**config.mk**
```make
export PLATFORM = sky130hd
export DESIGN_NAME = sram_sync_core
export DESIGN_NICKNAME = d
export VERILOG_FILES = /design/src/rtl/sram_pkg.sv /design/src/rtl/sram_cmd_decode.sv /design/src/rtl/sram_ctrl.sv /design/src/rtl/sram_array.sv /design/src/rtl/sram_outpath.sv /design/src/rtl/sram_sync_core.sv
export SDC_FILE = /design/constraint.sdc
export NUM_CORES = 2
export LEC_CHECK = 0
export CAP_MARGIN = 20
export CORE_MARGIN = 10
export CORE_UTILIZATION = 32
export CTS_CLUSTER_SIZE = 40
export DETAILED_ROUTE_END_ITERATION = 8
export PLACE_DENSITY = 0.42
export SLEW_MARGIN = 40
export SYNTH_ARGS = -nofsm -noshare
export SYNTH_HDL_FRONTEND = slang
export SYNTH_SLANG_ARGS = --single-unit
```
**constraint.sdc**
```tcl
create_clock -name clk -period 4 [get_ports clk]
set_input_delay 1 -clock clk [delete_from_list [all_inputs] [get_ports clk]]
set_output_delay 1 -clock clk [all_outputs]
set_load 0.02 [all_outputs]
```
**src/rtl/sram_pkg.sv**
```systemverilog
package sram_pkg;
    localparam int LANE_W = 9;

    typedef enum logic [1:0] {
        OP_IDLE  = 2'd0,
        OP_READ  = 2'd1,
        OP_WRITE = 2'd2
    } op_e;
endpackage

```
**src/rtl/sram_cmd_decode.sv**
```systemverilog
module sram_cmd_decode #(
    parameter int NB = 4
) (
    input  logic          ce,
    input  logic          sleep,
    input  logic [NB-1:0] byte_en,
    input  logic          byte_wr,
    input  logic          glob_wr,
    output sram_pkg::op_e op,
    output logic [NB-1:0] lane_we
);
    logic [NB-1:0] mask;

    always_comb begin
        // whole-word write wins over the lane controls
        if (glob_wr)      mask = '1;
        else if (byte_wr) mask = byte_en;
        else              mask = '0;

        if (!ce || sleep)  op = sram_pkg::OP_IDLE;
        else if (|mask)    op = sram_pkg::OP_WRITE;
        else               op = sram_pkg::OP_READ;

        lane_we = (op == sram_pkg::OP_WRITE) ? mask : '0;
    end
endmodule

```
**src/rtl/sram_ctrl.sv**
```systemverilog
module sram_ctrl #(
    parameter int AW = 6
) (
    input  logic          clk,
    input  logic          rst_n,
    input  sram_pkg::op_e op,
    input  logic [AW-1:0] addr,
    output logic          rd_s1,
    output logic          rd_s2,
    output logic          wr_s1,
    output logic [AW-1:0] raddr
);
    typedef struct packed {
        logic          rd1;
        logic          rd2;
        logic          wr1;
        logic [AW-1:0] adr;
    } ctrl_t;

    ctrl_t st_d, st_q;

    always_comb begin
        st_d     = st_q;
        st_d.rd1 = (op == sram_pkg::OP_READ);
        st_d.wr1 = (op == sram_pkg::OP_WRITE);
        // the driver state moves one stage further, like read data
        st_d.rd2 = st_q.rd1;
        if (op == sram_pkg::OP_READ) st_d.adr = addr;
    end

    always_ff @(posedge clk or negedge rst_n) begin
        if (!rst_n) st_q <= '0;
        else        st_q <= st_d;
    end

    assign rd_s1 = st_q.rd1;
    assign rd_s2 = st_q.rd2;
    assign wr_s1 = st_q.wr1;
    assign raddr = st_q.adr;
endmodule

```
**src/rtl/sram_array.sv**
```systemverilog
module sram_array #(
    parameter int DEPTH = 64,
    parameter int NB    = 4,
    localparam int AW   = $clog2(DEPTH),
    localparam int W    = NB * sram_pkg::LANE_W
) (
    input  logic          clk,
    input  logic [NB-1:0] lane_we,
    input  logic [AW-1:0] waddr,
    input  logic [W-1:0]  wdata,
    input  logic [AW-1:0] raddr,
    output logic [W-1:0]  rdata
);
    localparam int LW = sram_pkg::LANE_W;

    for (genvar g = 0; g < NB; g++) begin : g_lane
        logic [LW-1:0] mem_q [DEPTH];

        always_ff @(posedge clk) begin
            if (lane_we[g]) mem_q[waddr] <= wdata[g*LW +: LW];
        end

        assign rdata[g*LW +: LW] = mem_q[raddr];
    end
endmodule

```
**src/rtl/sram_outpath.sv**
```systemverilog
module sram_outpath #(
    parameter int W = 36
) (
    input  logic         clk,
    input  logic         rst_n,
    input  logic         pipe_mode,
    input  logic         oe,
    input  logic         sleep,
    input  logic         rd_s1,
    input  logic         rd_s2,
    input  logic         wr_s1,
    input  logic [W-1:0] arr_rd,
    output logic [W-1:0] dout,
    output logic         dout_en
);
    typedef struct packed {
        logic [W-1:0] data;
    } out_t;

    out_t st_d, st_q;
    logic stage_on;

    always_comb begin
        st_d = st_q;
        if (rd_s1) st_d.data = arr_rd;
    end

    always_ff @(posedge clk or negedge rst_n) begin
        if (!rst_n) st_q <= '0;
        else        st_q <= st_d;
    end

    always_comb begin
        if (pipe_mode) begin
            stage_on = rd_s2;
            dout     = st_q.data;
        end else begin
            stage_on = rd_s1 | rd_s2;
            dout     = rd_s1 ? arr_rd : st_q.data;
        end
        dout_en = stage_on & oe & ~sleep & ~wr_s1;
    end
endmodule

```
**src/rtl/sram_sync_core.sv**
```systemverilog
module sram_sync_core #(
    parameter int DEPTH = 64,
    parameter int WIDTH = 36,
    localparam int NB   = WIDTH / sram_pkg::LANE_W,
    localparam int AW   = $clog2(DEPTH)
) (
    input  logic             clk,
    input  logic             rst_n,
    input  logic             pipe_mode,
    input  logic             ce,
    input  logic [AW-1:0]    addr,
    input  logic [WIDTH-1:0] din,
    input  logic [NB-1:0]    byte_en,
    input  logic             byte_wr,
    input  logic             glob_wr,
    input  logic             oe,
    input  logic             sleep,
    output logic [WIDTH-1:0] dout,
    output logic             dout_en
);
    sram_pkg::op_e    op;
    logic [NB-1:0]    lane_we;
    logic             rd_s1, rd_s2, wr_s1;
    logic [AW-1:0]    raddr;
    logic [WIDTH-1:0] arr_rd;

    sram_cmd_decode #(.NB(NB)) u_dec (
        .ce(ce), .sleep(sleep), .byte_en(byte_en), .byte_wr(byte_wr),
        .glob_wr(glob_wr), .op(op), .lane_we(lane_we)
    );

    sram_ctrl #(.AW(AW)) u_ctrl (
        .clk(clk), .rst_n(rst_n), .op(op), .addr(addr),
        .rd_s1(rd_s1), .rd_s2(rd_s2), .wr_s1(wr_s1), .raddr(raddr)
    );

    sram_array #(.DEPTH(DEPTH), .NB(NB)) u_arr (
        .clk(clk), .lane_we(lane_we), .waddr(addr), .wdata(din),
        .raddr(raddr), .rdata(arr_rd)
    );

    sram_outpath #(.W(WIDTH)) u_out (
        .clk(clk), .rst_n(rst_n), .pipe_mode(pipe_mode), .oe(oe),
        .sleep(sleep), .rd_s1(rd_s1), .rd_s2(rd_s2), .wr_s1(wr_s1),
        .arr_rd(arr_rd), .dout(dout), .dout_en(dout_en)
    );
endmodule

```
==> metrics.csv <==
stage;metric;value;unit
layout;final core occ;40.6;%
power_and_ir_drop;leakage power;39.9;nW
global_route;GR Util All Layers;20.5;%
logic_synthesis;Post-Synth XOR/XNOR Area;0;%
drt;met1 wire length;144000;um
global_route;wire length of the first global-routing pass;449000;um
place;Place WS;-664;ps
logic_synthesis;Seq/Total Area, Yosys;75.9;%
logic_synthesis;Simple-Gate Fraction of Synth Area;3.77;%
sta;setup ws final;-785;ps
logic_synthesis;Synthesized Nets;5221;
status;failing checks;negative setup slack;
sta;setup TNS;-22240;ps
place;Detail Placement HPWL;220000;um
setup_path;Slowest cell on crit path;nor2_4;
die;core area;288000;sq um
drt;Via density;5.23;
logic_synthesis;number of synthesized register bits;2349;
logic_synthesis;ys async rst share;1.92;%
die;Die Height;558;um
layout;share of layout cells above drive strength 1;29.7;%
sta;Final Hold Viols;0;
logic_synthesis;Synth Instances;5167;
cts;H-tree depth;5;
power_and_ir_drop;switching pwr;17.8;mW
layout;fin nets;6238;
setup_path;worst-path fanout max;8;
global_route;vias in the first global route;53432;
sta;Pins Over Slew Limit;0;
sta;fin crit period;4780;ps
power_and_ir_drop;Total Power;65.8;mW
logic_synthesis;Synth Area in Compound Gates;5.28;%
power_and_ir_drop;P_int;48.0;mW
sta;Final setup viols;36;
cts;TritonCTS buffer count;270;
power_and_ir_drop;Power per Cell Area;563;nW/um^2
drt;drt first pass iters;9;
setup_path;r2r startpoint;u_ctrl.raddr[1];
die;FP Rows;197;
power_and_ir_drop;Seq pwr share;41.7;%
setup_path;Crit path required time;3000;ps
drt;post-route ant nets;0;
setup_path;Crit Path Category;reg -> out;
global_route;Remaining Overflow, GRT;0;
logic_synthesis;Netlist Area Pre-Place;92700;sq um
cts;Worst-Skew Late Latency;870;ps
cts;clk sinks;2349;
die;Starting Density;32.2;%
setup_path;most used cell, CP;buf_4;
drt;Top Metal Used;met5;
die;Ports;91;
power_and_ir_drop;Clk network pwr share;37.1;%
drt;initial DRC count;5157;
drt;WL met3;18100;um
logic_synthesis;Adder-Cell Fraction of Synth Area;0;%
setup_path;slowest cell delay on critical path;600;ps
cts;root buffer cell;clkbuf_16;
sta;Slew @ Worst Pin;987;ps
setup_path;Worst EP arrival;3780;ps
drt;per-cell routed wire length;32.5;um
logic_synthesis;largest family of logic cells by synthesized area;multiplexers;
power_and_ir_drop;VDD IR max;0.000315;V
die;die area;312000;sq um
layout;Area Overhead vs Synth;26.1;%
logic_synthesis;post-synthesis mux area share;13.1;%
global_route;initial antenna violation count;33;
hold_path;min-delay worst type;in -> async;
logic_synthesis;Netlist cell types;67;
place;GP Congestion;0.850;
cts;CTS Buffer Depth;4;
sta;Slew headroom;34.0;%
setup_path;Crit. End Element;output port;
place;port buffer count;90;
cts;CTS tree;yes;
sta;fmax;209;MHz
logic_synthesis;YS warnings;0;
drt;routed vias;53244;
cts;clock-pin slew on the worst setup and hold paths;60;ps
drt;met2 WL post-DR;157000;um
power_and_ir_drop;combinational group share of total power;21.3;%
setup_path;Worst Reg-to-Reg Cells;9;
status;status;finished with violations;
setup_path;critical path launch point type;register;
logic_synthesis;Primary FF master, synth;edfxtp_1;
sta;Final period util;120;%
logic_synthesis;number of synthesized flops with an enable pin;2304;
sta;Post-Route Skew;47.9;ps
setup_path;CP cell instances;buf_4, nor2_4, and2_2, buf_4, buf_4, a221o_2, o31ai_4, buf_4, buf_12;
setup_path;Setup crit start;u_ctrl.raddr[1];
setup_path;RR Endpoint;u_out.st_q[8];
global_route;pin count of the biggest net entering global routing;65;
die;die width;558;um
power_and_ir_drop;Switching Share;27.1;%
flow_run;Max-cap violations;0;
drt;# DRC;0;
setup_path;Reg2Reg Setup Slack;1100;ps
sta;RSZ-0062 raised after global routing;yes;
drt;Total Wirelength;331000;um
logic_synthesis;Syn Area/Cell;17.9;sq um
[final cells by class]
class                           count  area, sq um
Fill cell                       25997       171000
Sequential cell                  2349        70300
Multi-Input combinational cell   2494        22400
Timing Repair Buffer             1065        10700
Clock buffer                      347         7360
Tap cell                         3781         4730
Clock inverter                    122         1210
Antenna cell                       22         55.1
Inverter                            4         15.0
[metrics by stage]
stage	cell area [sq um]	instances	hold WS [ps]
floorplan	92700	5167	352
global placement	104000	9543	461
detailed placement	104000	9545	471
CTS	116000	10114	127
global route	117000	10175	142
finish	117000	10184	167
[how the worst max path moves through the flow]
stage,endpoint,slack (ps),depth (start not counted)
global route,dout[8],-870,13
global placement,dout[13],-1010,11
floorplan,dout[24],730,10
detailed placement,dout[8],-660,11
CTS,dout[1],-850,12
finish,dout[1],-780,9
[cell families (layout without fill, tap and decap cells)]
family                 after synthesis  in the layout
muxes                             1078           1078
buffers and inverters              324           1538
AOI/OAI and AO/OA                  665            665
other                                0             22
and+or+nand+nor                    751            751
DFF                               2349           2349
[state kept, by name (all words and copies together), names as in the netlist]
signal and flops:
u_ctrl.rd_s1 1, u_ctrl.raddr 6, u_out.st_q 36, u_ctrl.rd_s2 1, u_arr.g_lane.mem_q 2304, u_ctrl.wr_s1 1
[per-layer routing]
metal,vias to the layer above,track usage [%]
li1,22904,-
met1,28222,28.0
met2,1673,33.6
met3,441,3.39
met4,4,6.33
met5,-,0
[worst max-delay path, delay by kind of cell (launching register included)]
kind	cells	cell delay [ps]
AO/OA/AOI/OAI	2	440
flip-flops	1	550
AND/OR/NAND/NOR	2	920
buffers and inverters	5	980
[cell usage after synthesis (all sizes together) (19+ instances only)]
cell type | instances | area share [%]
a2111oi | 27 | 0.26
a21oi | 44 | 0.24
a221o | 26 | 0.28
a22o | 25 | 0.24
a22oi | 333 | 2.7
and4 | 27 | 0.26
buf | 175 | 1.4
clkbuf | 145 | 0.60
dfrtp | 45 | 1.2
edfxtp | 2304 | 75
mux2 | 68 | 0.83
mux2i | 912 | 9.8
mux4 | 98 | 2.4
nand2 | 189 | 0.77
nand3 | 68 | 0.37
nand4 | 37 | 0.26
nor2 | 330 | 1.3
nor2b | 19 | 0.13
nor3 | 20 | 0.11
o22ai | 94 | 0.63
o31ai | 58 | 0.47
[cell usage in the layout (no fill, tap or decap), types with 28 or more instances in the layout]
master,n
a22oi_2,73
clkbuf_16,287
nor2_1,324
nand2_1,164
clkinv_1,52
clkinv_2,31
buf_4,754
buf_12,112
nand4_1,36
edfxtp_1,2304
mux4_2,98
o31ai_1,28
nand3_1,48
a21oi_1,40
buf_8,28
buf_16,30
mux2i_1,894
clkbuf_1,57
buf_6,97
o22ai_1,76
mux2_2,68
a22oi_1,260
dfrtp_1,39
[repair_timing]
action | in CTS | in global routing
buffers inserted | 92 | 56
hold endpoints to repair | 0 | 0
resized for setup | 505 | 133
hold buffers | 0 | 0
setup endpoints to repair | 37 | 36
cloned | 16 | 6
pin swaps | 166 | 118
[power by group through the flow]
stage / Sequential [mW] / Clock, mW / Combinational, mW
after floorplan: 27.9 / 0 / 5.74
after global placement: 27.9 / 0 / 11.7
after detailed placement: 27.9 / 0 / 11.8
after CTS: 27.4 / 24.9 / 13.6
after global routing: 27.4 / 25.8 / 14.6
final: 27.4 / 24.4 / 14.0
Power figures use the tool's default switching activity.
